## src/rtl/tmr_pkg.sv

```systemverilog
// Shared constants and the control-word layout for the interval timer.
// Assumes a counter is exactly two bytes wide.
package tmr_pkg;
    localparam int CNT_W  = 16;
    localparam int BYTE_W = 8;

    // byte-access codes (control bits 5:4)
    localparam logic [1:0] ACC_LATCH = 2'b00;
    localparam logic [1:0] ACC_LO    = 2'b01;
    localparam logic [1:0] ACC_HI    = 2'b10;
    localparam logic [1:0] ACC_BOTH  = 2'b11;

    // normalised counting modes (control bits 3:1)
    localparam logic [2:0] MD_TERM = 3'd0;
    localparam logic [2:0] MD_RATE = 3'd2;
    localparam logic [2:0] MD_SQR  = 3'd3;

    localparam logic [1:0] PORT_CTL = 2'd3;

    // control word without bit 0 (decimal select, not implemented)
    typedef struct packed {
        logic [1:0] sel;
        logic [1:0] acc;
        logic [2:0] mode;
    } cw_t;
endpackage

```

## src/rtl/tmr_cw_decode.sv

```systemverilog
// Control-word and data-port decoder.
// Turns a bus write into per-counter strobes: control load, latch command,
// data write. Folds mode codes 6/7 onto 2/3. Selector 11 hits no counter.
module tmr_cw_decode
    import tmr_pkg::*;
#(
    parameter int N_CH = 3
) (
    input  logic            wr_en,
    input  logic [1:0]      addr,
    input  logic [7:1]      cw_bits,
    output logic [N_CH-1:0] cw_load,
    output logic [N_CH-1:0] latch_cmd,
    output logic [N_CH-1:0] data_wr,
    output logic [1:0]      cw_acc,
    output logic [2:0]      cw_mode
);
    cw_t cw;
    logic is_ctl;

    assign cw     = cw_t'(cw_bits);
    assign is_ctl = wr_en && (addr == PORT_CTL);
    assign cw_acc = cw.acc;

    // fold the duplicate mode codes onto their base modes
    always_comb begin
        cw_mode = cw.mode[1] ? {1'b0, cw.mode[1:0]} : cw.mode;
    end

    for (genvar i = 0; i < N_CH; i++) begin : g_strobe
        // per-counter strobes from the shared ports
        always_comb begin
            cw_load[i]   = is_ctl && (cw.sel == 2'(i)) && (cw.acc != ACC_LATCH);
            latch_cmd[i] = is_ctl && (cw.sel == 2'(i)) && (cw.acc == ACC_LATCH);
            data_wr[i]   = wr_en && (addr == 2'(i));
        end
    end
endmodule

```

## src/rtl/tmr_chan.sv

```systemverilog
// One 16-bit down counter with its byte-access state, snapshot latch and
// output waveform logic. Assumes at most one bus operation per cycle.
// A count write loads immediately; count steps need tick && gate.
module tmr_chan
    import tmr_pkg::*;
(
    input  logic              clk,
    input  logic              rst_n,
    input  logic              cw_load,
    input  logic [1:0]        cw_acc,
    input  logic [2:0]        cw_mode,
    input  logic              latch_cmd,
    input  logic              data_wr,
    input  logic              data_rd,
    input  logic [BYTE_W-1:0] wdata,
    input  logic              tick,
    input  logic              gate,
    output logic [BYTE_W-1:0] rbyte,
    output logic              out_o
);
    localparam logic [CNT_W-1:0] ONE = CNT_W'(1);

    logic [1:0]       rw_q;
    logic [2:0]       mode_q;
    logic [CNT_W-1:0] cnt_q, reload_q, latch_q;
    logic             latched_q, wtog_q, rtog_q, armed_q, out_q;
    logic [CNT_W-1:0] load_val, cnt_nx, cnt_dec, src;
    logic             out_nx, wr_done;

    // count value with zero standing for 2**CNT_W
    function automatic logic [CNT_W:0] span(input logic [CNT_W-1:0] v);
        span = (v == '0) ? {1'b1, {CNT_W{1'b0}}} : {1'b0, v};
    endfunction

    // value a data write produces under the current access pattern
    always_comb begin
        case (rw_q)
            ACC_LO:  load_val = {{BYTE_W{1'b0}}, wdata};
            ACC_HI:  load_val = {wdata, {BYTE_W{1'b0}}};
            default: load_val = wtog_q ? {wdata, reload_q[BYTE_W-1:0]}
                                       : {reload_q[CNT_W-1:BYTE_W], wdata};
        endcase
    end

    assign wr_done = data_wr && ((rw_q != ACC_BOTH) || wtog_q);

    // next count and output for one count step
    always_comb begin
        cnt_dec = cnt_q - ONE;
        case (mode_q)
            MD_TERM: begin
                cnt_nx = cnt_dec;
                out_nx = out_q || (cnt_q == ONE);
            end
            MD_RATE: begin
                cnt_nx = (cnt_q == ONE) ? reload_q : cnt_dec;
                out_nx = (cnt_q != ONE);
            end
            MD_SQR: begin
                cnt_nx = (cnt_q == ONE) ? reload_q : cnt_dec;
                out_nx = span(cnt_nx) > (span(reload_q) >> 1);
            end
            default: begin
                cnt_nx = cnt_dec;
                out_nx = 1'b1;
            end
        endcase
    end

    // programming, loading, counting, latching and read sequencing
    always_ff @(posedge clk) begin
        if (!rst_n) begin
            rw_q      <= ACC_LO;
            mode_q    <= MD_TERM;
            cnt_q     <= '0;
            reload_q  <= '0;
            latch_q   <= '0;
            latched_q <= 1'b0;
            wtog_q    <= 1'b0;
            rtog_q    <= 1'b0;
            armed_q   <= 1'b0;
            out_q     <= 1'b0;
        end else if (cw_load) begin
            rw_q      <= cw_acc;
            mode_q    <= cw_mode;
            wtog_q    <= 1'b0;
            rtog_q    <= 1'b0;
            latched_q <= 1'b0;
            armed_q   <= 1'b0;
            out_q     <= (cw_mode != MD_TERM);
        end else begin
            if (data_wr) begin
                reload_q <= load_val;
                if (rw_q == ACC_BOTH) wtog_q <= ~wtog_q;
                if (wr_done) begin
                    cnt_q   <= load_val;
                    armed_q <= 1'b1;
                    out_q   <= (mode_q != MD_TERM);
                end
            end else if (armed_q && tick && gate) begin
                cnt_q <= cnt_nx;
                out_q <= out_nx;
            end
            if (latch_cmd && !latched_q) begin
                latch_q   <= cnt_q;
                latched_q <= 1'b1;
            end
            if (data_rd) begin
                if (rw_q == ACC_BOTH) rtog_q <= ~rtog_q;
                if (latched_q && ((rw_q != ACC_BOTH) || rtog_q)) latched_q <= 1'b0;
            end
        end
    end

    // byte presented on a data-port read
    always_comb begin
        src   = latched_q ? latch_q : cnt_q;
        rbyte = ((rw_q == ACC_HI) || ((rw_q == ACC_BOTH) && rtog_q))
                ? src[CNT_W-1:BYTE_W] : src[BYTE_W-1:0];
    end

    assign out_o = out_q;

    // once high in terminal-count mode the output stays high
    a_r5_term_sticky: assert property (@(posedge clk) disable iff (!rst_n)
        (mode_q == MD_TERM) && out_q && !cw_load && !data_wr |=> out_q);

    // a low phase of the rate generator lasts one count step
    a_r6_single_low: assert property (@(posedge clk) disable iff (!rst_n)
        armed_q && (mode_q == MD_RATE) && !out_q && tick && gate &&
        !cw_load && !data_wr && (reload_q != ONE) |=> out_q);

    // a held snapshot neither changes nor drops without a read
    a_r4_snap_hold: assert property (@(posedge clk) disable iff (!rst_n)
        latched_q && !cw_load && !data_rd |=> latched_q && $stable(latch_q));

    // gate low freezes count and output
    a_r8_gate_hold: assert property (@(posedge clk) disable iff (!rst_n)
        armed_q && !gate && !cw_load && !data_wr |=> $stable(cnt_q) && $stable(out_q));

    // no count enable, no bus write, no change of count
    a_r11_no_step: assert property (@(posedge clk) disable iff (!rst_n)
        !tick && !cw_load && !data_wr |=> $stable(cnt_q));
endmodule

```

## src/rtl/tri_interval_timer.sv

```systemverilog
// Three-channel interval timer top: a shared decoder feeding three counters,
// plus the read-data mux. Assumes N_CH <= 3 (two-bit selector, port 3 is control).
module tri_interval_timer
    import tmr_pkg::*;
#(
    parameter int N_CH = 3
) (
    input  logic            clk,
    input  logic            rst_n,
    input  logic            wr_en,
    input  logic            rd_en,
    input  logic [1:0]      addr,
    input  logic [7:0]      wdata,
    output logic [7:0]      rdata,
    input  logic [N_CH-1:0] cnt_en,
    input  logic [N_CH-1:0] gate,
    output logic [N_CH-1:0] out
);
    logic [N_CH-1:0] cw_load, latch_cmd, data_wr, data_rd;
    logic [1:0]      cw_acc;
    logic [2:0]      cw_mode;
    logic [7:0]      rbyte [N_CH];

    tmr_cw_decode #(.N_CH(N_CH)) u_dec (
        .wr_en     (wr_en),
        .addr      (addr),
        .cw_bits   (wdata[7:1]),
        .cw_load   (cw_load),
        .latch_cmd (latch_cmd),
        .data_wr   (data_wr),
        .cw_acc    (cw_acc),
        .cw_mode   (cw_mode)
    );

    for (genvar i = 0; i < N_CH; i++) begin : g_ch
        // read commit strobe for this counter
        assign data_rd[i] = rd_en && (addr == 2'(i));

        tmr_chan u_ch (
            .clk       (clk),
            .rst_n     (rst_n),
            .cw_load   (cw_load[i]),
            .cw_acc    (cw_acc),
            .cw_mode   (cw_mode),
            .latch_cmd (latch_cmd[i]),
            .data_wr   (data_wr[i]),
            .data_rd   (data_rd[i]),
            .wdata     (wdata),
            .tick      (cnt_en[i]),
            .gate      (gate[i]),
            .rbyte     (rbyte[i]),
            .out_o     (out[i])
        );
    end

    // select the addressed counter's byte; control port reads as zero
    always_comb begin
        rdata = '0;
        for (int i = 0; i < N_CH; i++)
            if (addr == 2'(i)) rdata = rbyte[i];
    end

    // one control write reaches at most one counter
    a_r2_one_target: assert property (@(posedge clk) disable iff (!rst_n)
        $onehot0(cw_load | latch_cmd));

    // selector 11 reaches no counter
    a_r2_sel3_void: assert property (@(posedge clk) disable iff (!rst_n)
        wr_en && (addr == 2'd3) && (wdata[7:6] == 2'b11) |-> ((cw_load | latch_cmd) == '0));
endmodule

```

## config.mk

```make
export PLATFORM = sky130hd
export DESIGN_NAME = tri_interval_timer
export DESIGN_NICKNAME = d
export VERILOG_FILES = /design/src/rtl/tmr_pkg.sv /design/src/rtl/tmr_cw_decode.sv /design/src/rtl/tmr_chan.sv /design/src/rtl/tri_interval_timer.sv
export SDC_FILE = /design/constraint.sdc
export NUM_CORES = 1
export LEC_CHECK = 0
export BUFFER_PORTS_ARGS = -buffer_cell sky130_fd_sc_hd__buf_2
export CORE_UTILIZATION = 45
export CTS_BUF_LIST = sky130_fd_sc_hd__clkbuf_16
export DETAILED_ROUTE_END_ITERATION = 16
export GPL_TIMING_DRIVEN = 1
export SETUP_SLACK_MARGIN = 0.05
export SLEW_MARGIN = 20
export SYNTH_ARGS = -nofsm -noshare
export SYNTH_HDL_FRONTEND = slang
export SYNTH_HIERARCHICAL = 1
export SYNTH_SLANG_ARGS = --single-unit
```

## constraint.sdc

```tcl
create_clock -name clk -period 10.6 [get_ports clk]
set_input_delay 1.06 -clock clk [delete_from_list [all_inputs] [get_ports clk]]
set_output_delay 1.06 -clock clk [all_outputs]
set_load 0.05 [all_outputs]
```

# Yosys cells after proc, flatten, opt, wreduce, memory -nomap -nowiden
# Cells that the tools add are included.
[word_totals]
elab_cells = 241
output_inout_bits = 11
reg_bits = 174
[classes]
order_cmp = 3
reduce_logical = 99
eq_ne = 35
n_mux = 61
add_sub_neg = 3
bitwise_logic = 10
[ops]
columns = ["operator", "n"]
rows = [
  ["$mux W16", 21],
  ["$mux W17", 6],
  ["$logic_not A16 Y1", 6],
  ["$pmux W16 S2", 3],
  ["$gt A17 B16 Y1", 3],
  ["$eq A16 B1 Y1 const B", 3],
  ["$mux W8", 6],
  ["$ne A16 B1 Y1 const B", 3],
  ["$sub A16 B1 Y16 const B", 3],
  ["$reduce_and A2 Y1", 18],
  ["$logic_and A1 B1 Y1", 34],
  ["$mux W1", 21],
  ["$reduce_bool A3 Y1", 7],
  ["$eq A2 B2 Y1 const B", 9],
  ["$eq A3 B2 Y1 const B", 6],
  ["$logic_or A1 B1 Y1", 12],
  ["$ne A2 B2 Y1 const B", 6],
  ["$reduce_or A2 Y1", 6],
  ["$eq A2 B1 Y1 const B", 5],
  ["$not A1 Y1", 10],
  ["$logic_not A3 Y1", 3],
  ["$ne A3 B2 Y1 const B", 3],
  ["$pmux W1 S3", 3],
  ["$reduce_and A3 Y1", 3],
  ["other kinds (4)", 11],
]

# Longest topological paths before layout
# Gate-level depths: netlist of the first run.
[logic_depth]
ltp_word = 9
depth_mapped = 16
mapped_depth_nobuf = 14

# By module
# Netlist of the first run, hierarchy kept.
[modules_own_cells]
columns = ["module", "area_per_inst_um2", "instances", "seq_area_each_um2", "cells_per_inst"]
rows = [
  ["tmr_chan at g_ch[0].u_ch ...", 4150.2, 2, 1161.1, 523],
  ["tmr_chan at g_ch[2].u_ch", 4025.1, 1, 1161.1, 500],
  ["tri_interval_timer", 200.2, 1, 0.0, 23],
  ["tmr_cw_decode", 128.9, 1, 0.0, 19],
]

# Least setup slack after synthesis of the first run
# OpenSTA, ideal clock, no wires.
[synth_path]
kind = "register to output"
startpoint = "register g_ch[1].u_ch.rw_q[0]"
endpoint = "output port rdata[0]"
stages_incl_launch_ff = 7
slack_ps = 7245
path_buffers = 0
t_required_ps = 9540
arrival_time_ps = 2295
cell_sequence = "dfxtp_1 -> inv_1 -> ha_1 -> a21oi_1 -> mux4_2 -> mux2i_1 -> o2bb2ai_1"
[synth_rtl]
columns = ["element", "line", "rtl"]
rows = [
  ["start: declaration", "tmr_chan.sv:23", "logic [1:0] rw_q;"],
  ["start signal: assignment", "tmr_chan.sv:84", "rw_q <= cw_acc;"],
  ["end: declaration", "tri_interval_timer.sv:14", "output logic [7:0] rdata,"],
]

==> flow_metrics.env, run 1 <==
export IMPL_fin_skew_ns=0.0145
export IMPL_post_cts_repair_setup_buffers=0
export IMPL_synth_seq_cells=174
export IMPL_dieWidth_um=170
export IMPL_timing_fmax_ghz=0.243
export IMPL_die_area_um2=28800
export IMPL_insertion_delay_ns=0.44
export IMPL_max_cap_viol_count=0
export IMPL_grt_pass1_wl_um=60800
export IMPL_timing_final_crit_share_pct=38.8
export IMPL_max_slew_margin_pct=29.2
export IMPL_wirelength_um=38700
export IMPL_setup_worst_path_start_class="register"
export IMPL_antenna_found_initial=0
export IMPL_setup_tns_ns=0
export IMPL_design_power_total_mw=1.98
export IMPL_path_class="reg2out"
export IMPL_drive_gt1_share_pct=9.92
export IMPL_synthDistinctLibCells=80
export IMPL_nNetsFinal=1603
export IMPL_p_switching_mw=0.716
export IMPL_synthCells=1588
export IMPL_holdBufCountCts=0
export IMPL_io_pins=31
export IMPL_rsz0062_at_grt="no"
export IMPL_drt_pass1_iter_count=6
export IMPL_cts_sinks=174
export IMPL_ir_drop_uv=76.2
export IMPL_p_per_area_nw_per_um2=150
export IMPL_setup_viol=0
export IMPL_post_drt_wl_per_cell_um=20.2
export IMPL_area_growth_syn_to_layout_pct=4.46
export IMPL_clockBufferDepth=2
export IMPL_worst_setup_path_end_kind="primary output"
export IMPL_grt_total_usage_pct=27.2
export IMPL_synth_top_area_cell="dfxtp_1"
export IMPL_cts_resized_gates=0
export IMPL_num_vias=11483
export IMPL_crit_fanout=8
export IMPL_period_minus_slack_ns=4.11
export IMPL_power_share_sequential_pct=36.5
export IMPL_synth_ff_type="dfxtp_1"
export IMPL_yosysWarnings=6
export IMPL_slew_violations=0
export IMPL_syn_area_um2=12700
export IMPL_synth_edf_count=0
export IMPL_grt_max_degree=68
export IMPL_cts_made_buffers=17
export IMPL_clockPowerShare_pct=32.7
export IMPL_ant_nets=0
export IMPL_p_int_mw=1.27
export IMPL_io_buffer_count=30
export IMPL_switching_share_pct=36.1
export IMPL_grt_pass1_vias=10567
export IMPL_drc=0
export IMPL_hold_class="reg2reg"
export IMPL_fp_row_count=61
export IMPL_arrival_ns=3.05
export IMPL_cp_required_ns=9.54
export IMPL_fin_util_pct=47.7
export IMPL_yosys_area_top_type_share_pct=27.5
export IMPL_p_comb_share_pct=30.7
export IMPL_cts_tree="yes"
export IMPL_hpwl_um=27800
export IMPL_start_util_pct=45.7
export IMPL_synthTopCellsByArea="dfxtp_1 (28%), nand2_1 (6.6%), ha_1 (6.2%), nor2_1 (4.7%), a21oi_1 (4.1%)"
export IMPL_hold_viol=0
export IMPL_outcome="finished, final reports clean"
export IMPL_synth_async_reset_ratio_pct=0
export IMPL_fin_hold_ws_ns=0.452
export IMPL_worst_pin_slew_ns=1.03
export IMPL_clkTransAtPathRegs_ns=0.07
export IMPL_dr_first_iter_drc_count=921
export IMPL_dieHeight_um=170
export IMPL_p_leak_nw=5.07
export IMPL_avgSynthCellArea_um2=7.97
export IMPL_setup_ws_ns=6.49
export IMPL_cts_root_buf="clkbuf_16"
export IMPL_syn_nets=1671
export IMPL_core_um2=27700
export IMPL_ys_seq_area_share_pct=27.5
export IMPL_place_gp_congestion=0.981
export IMPL_place_worst_setup_slack_ns=6.76
export IMPL_globalRouteOverflowTotal=0
export IMPL_diodes=0
export IMPL_cts_htree_levels=4
export IMPL_viasPerCell=6.01
[layer usage]
metal	GRT usage, %	up-vias	routed length, µm
met4	9.60	0	1100
met2	44.4	371	18200
met5	0	-	0
met3	3.71	60	2240
met1	36.5	5459	17100
li1	-	5593	-
[final cells by class]
cell class	count	area [µm²]
multi-input combinational	1217	8180
clock buffer	17	425
fill	2756	14500
sequential	174	3480
tap	378	473
clock inverter	15	169
timing repair buffer	39	218
inverter	71	267
[power groups by stage]
stage	logic [mW]	clock network [mW]	registers [mW]
6_report	0.610	0.649	0.724
5_1_grt	0.675	0.692	0.728
4_1_cts	0.600	0.666	0.723
3_5_place_dp	0.595	0	0.738
3_3_place_gp	0.595	0	0.738
2_1_floorplan	0.483	0	0.710
[synth_stat cells, types with 13 or more instances]
cell,n
a211o_1,17
a211oi_1,43
a21boi_0,18
a21o_1,20
a21oi_1,104
a22oi_1,48
a31oi_1,13
clkbuf_1,82
dfxtp_1,174
ha_1,63
inv_1,69
mux2_2,16
mux2i_1,40
mux4_2,22
nand2_1,221
nand2b_1,16
nand3_1,26
nand4_1,22
nor2_1,159
nor2b_1,21
nor3_1,21
nor4_1,15
o211a_1,16
o211ai_1,15
o21ai_0,69
xnor2_1,22
xor2_1,22
[sequential cells by signal (all words and copies together), names as in the netlist]
| signal | cells |
|---|---|
| g_ch.u_ch/rw_q | 6 |
| g_ch.u_ch/latched_q | 3 |
| g_ch.u_ch/wtog_q | 3 |
| g_ch.u_ch/reload_q | 48 |
| g_ch.u_ch/cnt_q | 48 |
| g_ch.u_ch/latch_q | 48 |
| g_ch.u_ch/mode_q | 9 |
| g_ch.u_ch/armed_q | 3 |
| g_ch.u_ch/out_o | 3 |
| g_ch.u_ch/rtog_q | 3 |
[cell families after synthesis]
kind of cell	after synthesis	synth area share [%]
buffers and inverters	197	8.00
AOI/OAI and AO/OA	436	23.2
DFF	174	27.5
and+or+nand+nor	589	22.6
adders and majority gates	63	6.23
xor gates and xnor gates	44	3.05
muxes	85	9.39
[worst max-delay path, cell delays in order (launching register included)]
cell and delay (ns):
dfxtp_1 0.36, inv_1 0.08, ha_1 0.24, a21oi_1 0.78, mux4_2 0.65, mux2i_1 0.20, o2bb2ai_1 0.10, buf_2 0.22
[through the flow]
stage	area, µm²	cells
4_1_cts	13200	1911
6_report	13200	1911
2_1_floorplan	12700	1588
5_1_grt	13200	1911
3_5_place_dp	12600	1879
3_3_place_gp	12600	1879
[cell usage in the layout (no fill, tap or decap), types with 7 or more instances in the layout]
| master | synthesis | layout |
|---|---|---|
| or3_1 | 8 | 8 |
| nor4_1 | 15 | 15 |
| o21ai_1 | 9 | 9 |
| clkbuf_16 | 0 | 17 |
| inv_1 | 69 | 69 |
| ha_1 | 63 | 63 |
| o21ai_0 | 69 | 69 |
| dfxtp_1 | 174 | 174 |
| mux2i_1 | 40 | 40 |
| buf_2 | 3 | 30 |
| o211ai_1 | 15 | 15 |
| a21o_1 | 20 | 20 |
| o22ai_1 | 8 | 8 |
| a21oi_1 | 104 | 104 |
| nor2_1 | 159 | 158 |
| and2_1 | 9 | 9 |
| nor3b_1 | 8 | 7 |
| a31oi_1 | 13 | 13 |
| o41ai_1 | 7 | 7 |
| mux2_2 | 16 | 16 |
| o211a_1 | 16 | 16 |
| nor2b_1 | 21 | 18 |
| buf_4 | 9 | 9 |
| and3_1 | 7 | 7 |
| or2_2 | 9 | 9 |
| a211o_1 | 17 | 17 |
| nand2_1 | 221 | 221 |
| nand4_1 | 22 | 22 |
| nand2b_1 | 16 | 16 |
| a21boi_0 | 18 | 18 |
| mux4_2 | 22 | 22 |
| xnor2_1 | 22 | 22 |
| a211oi_1 | 43 | 43 |
| nand3b_1 | 9 | 9 |
| xor2_1 | 22 | 22 |
| nor3_1 | 21 | 21 |
| nand3_1 | 26 | 26 |
| o2bb2ai_1 | 10 | 10 |
| a22oi_1 | 48 | 48 |
[path summary, 6_finish.rpt]
kind | from | endpoint | cells after the start | slack (ns)
worst max-delay path | g_ch[1].u_ch/rw_q[0] | rdata[0] | 7 | 6.49
worst min-delay path | g_ch[0].u_ch/latch_q[10] | g_ch[0].u_ch/latch_q[10] | 2 | 0.45
worst max register to register | g_ch[2].u_ch/cnt_q[0] | g_ch[2].u_ch/out_o | 12 | 6.81
worst min register to register | g_ch[0].u_ch/latch_q[10] | g_ch[0].u_ch/latch_q[10] | 2 | 0.45
(Power assumes the default switching activity.)
==> run 2: changes to the inputs <==
--- a/config.mk
+++ b/config.mk
@@ -5,6 +5,7 @@
 export SDC_FILE = /design/constraint.sdc
 export NUM_CORES = 1
 export LEC_CHECK = 0
+export ABC_AREA = 1
 export BUFFER_PORTS_ARGS = -buffer_cell sky130_fd_sc_hd__buf_2
 export CORE_UTILIZATION = 45
 export CTS_BUF_LIST = sky130_fd_sc_hd__clkbuf_16
==> constraint.sdc (replaced) <==
create_clock -name clk -period 3.8 [get_ports clk]
set_input_delay 0.38 -clock clk [delete_from_list [all_inputs] [get_ports clk]]
set_output_delay 0.38 -clock clk [all_outputs]
set_load 0.05 [all_outputs]
==> run 2 against run 1 <==
  * Die area is 3.4% higher
  * Largest power group unchanged
  * Flip-flop and latch count stayed put
  * Combinational power grew to 3.1 times the previous value
  * Highest routed layer unchanged
  * Wire length is 12% higher
  * Non-clock buffer count rose by 22
  * Global-route usage is 2.2 points higher
  * Utilization increased by 1.6 points
  * Cell area increased by 6.8%
==> flow_metrics.env, run 2 <==
export IMPL_outcome="finished, final reports clean"
export IMPL_timing_fmax_ghz=0.322
export IMPL_io_buffer_count=30
export IMPL_fin_util_pct=49.3
export IMPL_r2r_end="g_ch[2].u_ch/out_o"
export IMPL_insertion_delay_ns=0.45
export IMPL_reg2reg_from="g_ch[2].u_ch/cnt_q[1]"
export IMPL_grt_total_usage_pct=29.4
export IMPL_synthDistinctLibCells=39
export IMPL_dr_first_iter_drc_count=1443
export IMPL_final_common_cell="nand2_1"
export IMPL_num_vias=13684
export IMPL_grt_busiest_layer="met2"
export IMPL_slowest_stage="dfxtp_1"
export IMPL_fp_row_count=62
export IMPL_syn_nets=2167
export IMPL_rsz0062_at_grt="no"
export IMPL_diodes=0
export IMPL_globalRouteOverflowTotal=0
export IMPL_synth_top_area_cell="dfxtp_1"
export IMPL_whs_path_depth=3
export IMPL_yosys_area_top_type_share_pct=26.6
export IMPL_die_area_um2=29800
export IMPL_antenna_found_initial=0
export IMPL_timing_final_crit_share_pct=81.8
export IMPL_place_gp_congestion=0.926
export IMPL_cp_buffers_inverters=3
export IMPL_worst_setup_path_end_kind="register"
export IMPL_clockBufferDepth=2
export IMPL_hold_start="wdata[4]"
export IMPL_ant_nets=0
export IMPL_io_pins=31
export IMPL_ir_drop_uv=300
export IMPL_path_class="reg2reg"
export IMPL_place_worst_setup_slack_ns=0.750
export IMPL_synth_async_reset_ratio_pct=0
export IMPL_dpl_instance_area_um2=13500
export IMPL_period_minus_slack_ns=3.11
export IMPL_grt_pass1_wl_um=69300
export IMPL_worst_pin_slew_ns=1.14
export IMPL_synth_seq_cells=174
export IMPL_p_per_area_nw_per_um2=409
export IMPL_hold_viol=0
export IMPL_cts_resized_gates=0
export IMPL_fin_skew_ns=0.0189
export IMPL_yosysWarnings=6
export IMPL_fin_hold_ws_ns=0.364
export IMPL_fillerInstances=2998
export IMPL_wirelength_um=43400
export IMPL_max_cap_viol_count=0
export IMPL_cts_sinks=174
export IMPL_holdBufCountCts=0
export IMPL_design_power_total_mw=5.77
export IMPL_cp_top_family="simple AND/OR/NAND/NOR gates"
export IMPL_fin_cells=2464
export IMPL_r2r_slack_ns=0.69
export IMPL_use_met3_pct=3.98
export IMPL_setup_worst_path_start_class="register"
export IMPL_use_met1_pct=40.5
export IMPL_reg2reg_depth=26
export IMPL_hold_class="in2reg"
export IMPL_setup_viol=0
export IMPL_final_cell_mix="nand2_1 (404), inv_1 (306), o21ai_0 (269)"
export IMPL_grt_pass1_vias=12506
export IMPL_cp_required_ns=4.08
export IMPL_grt_max_degree=39
export IMPL_crit_path_frequent_cell="nand2_1"
export IMPL_fin_area_um2=14100
export IMPL_start_util_pct=45.7
export IMPL_dp_cells=2433
export IMPL_hpwl_um=33200
export IMPL_synth_edf_count=0
export IMPL_synthCells=2084
export IMPL_clkTransAtPathRegs_ns=0.07
export IMPL_viasPerCell=5.55
export IMPL_top_regs="g_ch.u_ch/cnt_q x48, g_ch.u_ch/latch_q x48, g_ch.u_ch/reload_q x48"
export IMPL_slowest_delay_ns=0.34
export IMPL_drc=0
export IMPL_core_um2=28600
export IMPL_setup_ws_ns=0.692
export IMPL_arrival_ns=3.39
export IMPL_dieWidth_um=173
export IMPL_synth_common_cells="nand2_1 (404), inv_1 (307), o21ai_0 (269)"
export IMPL_area_growth_syn_to_layout_pct=7.85
export IMPL_post_cts_repair_setup_buffers=0
export IMPL_met2_usage_pct=48.2
export IMPL_cts_made_buffers=17
export IMPL_setup_tns_ns=0
export IMPL_multi_input_area_um2=7940
export IMPL_synth_ff_type="dfxtp_1"
export IMPL_syn_area_um2=13100
export IMPL_avgSynthCellArea_um2=6.28
export IMPL_cts_htree_levels=4
export IMPL_dieHeight_um=173
export IMPL_synthTopCellsByArea="dfxtp_1 (27%), nand2_1 (12%), o21ai_0 (10%), inv_1 (8.8%), a21oi_1 (8.0%)"
export IMPL_p_leak_nw=6.42
export IMPL_cts_tree="yes"
export IMPL_post_drt_wl_per_cell_um=17.6
export IMPL_max_slew_margin_pct=23.7
export IMPL_nNetsFinal=2151
export IMPL_drt_pass1_iter_count=6
export IMPL_synth_most_common_cell="nand2_1"
export IMPL_regArea_um2=3480
export IMPL_drive_gt1_share_pct=9.18
export IMPL_slew_violations=0
export IMPL_whs_endpoint="g_ch[2].u_ch/rw_q[0]"
export IMPL_crit_fanout=11
export IMPL_ys_seq_area_share_pct=26.6
export IMPL_cts_root_buf="clkbuf_16"
## run 2: cell type report
type	count	area share, %
Clock buffer	17	3.01
Clock inverter	14	1.35
Multi-Input combinational cell	1491	56.2
Inverter	323	8.62
Timing Repair Buffer	61	2.71
Sequential cell	174	24.7
Tap cell	384	3.40
## run 2: worst max path at each step
stage                           from                 end  slack (ns)  cells after the start
2_1_floorplan  g_ch[2].u_ch/cnt_q[0]  g_ch[2].u_ch/out_o        1.26                     26
3_5_place_dp   g_ch[2].u_ch/cnt_q[0]  g_ch[2].u_ch/out_o        0.75                     25
3_3_place_gp   g_ch[1].u_ch/cnt_q[1]  g_ch[1].u_ch/out_o        0.79                     26
4_1_cts        g_ch[2].u_ch/cnt_q[0]  g_ch[2].u_ch/out_o        0.73                     25
5_1_grt        g_ch[2].u_ch/cnt_q[0]  g_ch[2].u_ch/out_o        0.31                     25
6_report       g_ch[2].u_ch/cnt_q[1]  g_ch[2].u_ch/out_o        0.69                     26
## run 2: worst register-to-register path, stage by stage (launching register included)
cell,delay (ns)
dfxtp_1,0.34
inv_1,0.12
ha_1,0.20
nand2_1,0.09
nor2_1,0.13
nand3_2,0.29
clkinv_2,0.20
nand2_1,0.06
nand2_1,0.08
inv_1,0.06
ha_1,0.30
a21oi_1,0.12
nor2_1,0.05
a211oi_1,0.19
nand2_1,0.08
nand2_1,0.06
nand2_1,0.04
nand2_1,0.05
nand2_1,0.04
nand2_1,0.06
nand2_1,0.05
nand2_1,0.06
nand2_1,0.05
nand2_1,0.05
nand2_1,0.05
nand2_1,0.07
a21oi_2,0.05
## run 2: routing by layer
layer  vias to the layer above  wire [µm]  part of all wire (%)
met3                        35       2670                   6.1
met2                       397      20200                    47
li1                       6889          -                     -
met4                         0        696                   1.6
met1                      6363      19900                    46
met5                         -          0                     0
## run 2: cell families after synthesis
group                    after synthesis  synth area share (%)
XOR/XNOR                               9                 0.602
AO/OA/AOI/OAI                        633                  26.8
flip-flops                           174                  26.6
AND/OR/NAND/NOR                      786                  27.1
buffers and inverters                419                  12.8
adder cells (fa/ha/maj)               63                  6.02
## run 2: power by group
| part | total, mW | leakage (nW) | switching [mW] | internal [mW] |
|---|---|---|---|---|
| clock | 1.90 | 0.300 | 0.802 | 1.10 |
| sequential | 1.99 | 1.41 | 0.0945 | 1.89 |
| combinational | 1.88 | 4.71 | 1.24 | 0.643 |
| total | 5.77 | 6.42 | 2.14 | 3.64 |
==> run 3: changes to the inputs <==
==> constraint.sdc (replaced) <==
create_clock -name clk -period 2.5 [get_ports clk]
set_input_delay 0.25 -clock clk [delete_from_list [all_inputs] [get_ports clk]]
set_output_delay 0.25 -clock clk [all_outputs]
set_load 0.05 [all_outputs]
==> run 3 against run 2 <==
  * First-iteration DRC count grew 4.3%
  * Non-clock buffer count increased by 301
  * Setup slack lost 1.0 ns
  * Largest cell class unchanged
  * Power rose by 72%
  * Critical path type unchanged
  * Largest power group is now combinational logic
  * Cell count increased by 12%
  * The run now ends with setup timing left
  * Fmax up 9.2%
  * Register-to-register slack got worse by 1.0 ns
  * Die area unchanged
  * Global-route usage up 1.4 points
==> flow_metrics.env, run 3 (synthesis results as in run 2) <==
export IMPL_diodes=0
export IMPL_insertion_delay_ns=0.45
export IMPL_arrival_ns=3.22
export IMPL_fin_hold_ws_ns=0.268
export IMPL_crit_fanout=5
export IMPL_drive_gt1_share_pct=27.0
export IMPL_fp_row_count=62
export IMPL_cts_sinks=174
export IMPL_period_minus_slack_ns=2.85
export IMPL_slew_violations=0
export IMPL_power_share_sequential_pct=30.1
export IMPL_fin_skew_ns=0.0136
export IMPL_core_um2=28600
export IMPL_dieHeight_um=173
export IMPL_regArea_um2=3520
export IMPL_post_drt_wl_per_cell_um=17.0
export IMPL_hold_viol=0
export IMPL_grt_pass1_vias=13851
export IMPL_io_pins=31
export IMPL_cts_tree="yes"
export IMPL_p_switching_mw=3.81
export IMPL_crit_path_frequent_cell="nand2_1"
export IMPL_violations="setup timing"
export IMPL_fillerInstances=2767
export IMPL_io_buffer_count=30
export IMPL_nNetsFinal=2452
export IMPL_worst_pin_slew_ns=1.09
export IMPL_max_cap_viol_count=0
export IMPL_dieWidth_um=173
export IMPL_drt_pass1_iter_count=5
export IMPL_place_gp_congestion=0.912
export IMPL_drc=0
export IMPL_p_int_mw=6.09
export IMPL_setup_ws_ns=-0.346
export IMPL_max_slew_margin_pct=27.5
export IMPL_multi_input_area_um2=8680
export IMPL_timing_fmax_ghz=0.351
export IMPL_viasPerCell=5.46
export IMPL_num_vias=15096
export IMPL_outcome="finished, violations left"
export IMPL_p_per_area_nw_per_um2=574
export IMPL_clockBufferDepth=2
export IMPL_dr_first_iter_drc_count=1505
export IMPL_place_worst_setup_slack_ns=-0.342
export IMPL_setup_worst_path_start_class="register"
export IMPL_grt_max_degree=45
export IMPL_wirelength_um=47000
export IMPL_cp_required_ns=2.87
export IMPL_dpl_instance_area_um2=15600
export IMPL_fin_area_um2=17300
export IMPL_final_cell_mix="nand2_1 (376), buf_4 (319), inv_1 (298)"
export IMPL_slowest_stage="dfxtp_2"
export IMPL_ir_drop_uv=374
export IMPL_start_util_pct=45.7
export IMPL_clkTransAtPathRegs_ns=0.08
export IMPL_globalRouteOverflowTotal=0
export IMPL_timing_final_crit_share_pct=114
export IMPL_clockPowerShare_pct=27.1
export IMPL_ant_nets=0
export IMPL_grt_total_usage_pct=30.8
export IMPL_cts_root_buf="clkbuf_16"
export IMPL_die_area_um2=29800
export IMPL_holdBufCountCts=0
export IMPL_p_comb_share_pct=42.8
export IMPL_slowest_delay_ns=0.34
export IMPL_p_leak_nw=8.04
export IMPL_worst_setup_path_end_kind="register"
export IMPL_grt_pass1_wl_um=73300
export IMPL_hpwl_um=35500
export IMPL_cts_made_buffers=17
export IMPL_switching_share_pct=38.5
export IMPL_path_class="reg2reg"
export IMPL_final_common_cell="nand2_1"
export IMPL_antenna_found_initial=0
export IMPL_hold_class="in2reg"
export IMPL_setup_viol=3
export IMPL_cts_htree_levels=4
export IMPL_rsz0062_at_grt="yes"
export IMPL_top_regs="g_ch.u_ch/cnt_q x48, g_ch.u_ch/latch_q x48, g_ch.u_ch/reload_q x48"
export IMPL_area_growth_syn_to_layout_pct=31.8
run 3: cell count changes in the layout (fill, tap and decap cells not counted), sizes merged:
cell      before  now
buf           61  361
bufinv         4    0
clkbuf        17   18
clkinv        14   18
clkinvlp       2    1
inv          317  319
run 3: layout make-up:
cell class                      instances  area share [%]
Timing Repair Buffer                  362            16.0
Tap cell                              384            2.79
Inverter                              323            7.13
Sequential cell                       174            20.4
Clock buffer                           17            2.47
Clock inverter                         15           0.878
Multi-Input combinational cell       1491            50.3
run 3: critical path, delay by kind of cell, from the launching register on:
kind	cells	cell delay, ns
DFF	1	0.34
buffers and inverters	2	0.12
adders and majority gates	2	0.41
and+or+nand+nor	23	1.80
AOI/OAI and AO/OA	1	0.10
run 3: worst paths after layout:
check / startpoint / cells after the start / slack [ns] / endpoint
worst min-delay path: wdata[4] / 4 / 0.27 / g_ch[0].u_ch/rw_q[0]
worst max register to register: g_ch[2].u_ch/cnt_q[1] / 28 / -0.35 / g_ch[2].u_ch/out_o
worst min register to register: g_ch[1].u_ch/latch_q[12] / 2 / 0.45 / g_ch[1].u_ch/latch_q[12]
worst max-delay path: g_ch[2].u_ch/cnt_q[1] / 28 / -0.35 / g_ch[2].u_ch/out_o
run 3: power groups by stage:
stage / Sequential (mW) / Clock [mW] / Combinational (mW)
2_1_floorplan: 3.04 / 0 / 2.19
3_3_place_gp: 3.04 / 0 / 3.66
3_5_place_dp: 3.04 / 0 / 3.70
4_1_cts: 2.98 / 2.74 / 3.94
5_1_grt: 3.00 / 2.84 / 4.67
6_report: 2.98 / 2.68 / 4.24
run 3: per-layer routing:
layer  part of all wire, %  GRT usage (%)
met1                    46           42.7
met5                     0              0
met4                   2.8           10.7
met3                   6.5           4.55
met2                    44           48.4
run 3: stage by stage:
stage / TNS (ns) / utilization, % / power (mW) / instances
after floorplan: 0 / - / 5.23 / 2084
after global placement: -0.828 / 54.4 / 6.70 / 2696
after detailed placement: -0.894 / 54.4 / 6.74 / 2696
after CTS: -0.753 / 58.1 / 9.66 / 2750
after global routing: -1.68 / 60.3 / 10.5 / 2766
final: -0.952 / 60.3 / 9.90 / 2766
run 3: repair_timing:
action / 4_1_cts / 5_1_grt
pin swaps: 37 / 50
setup endpoints to repair: 11 / 25
resized for setup: 82 / 113
setup buffers: 22 / 14
gates cloned: 0 / 2
endpoints found under the hold margin: 0 / 0
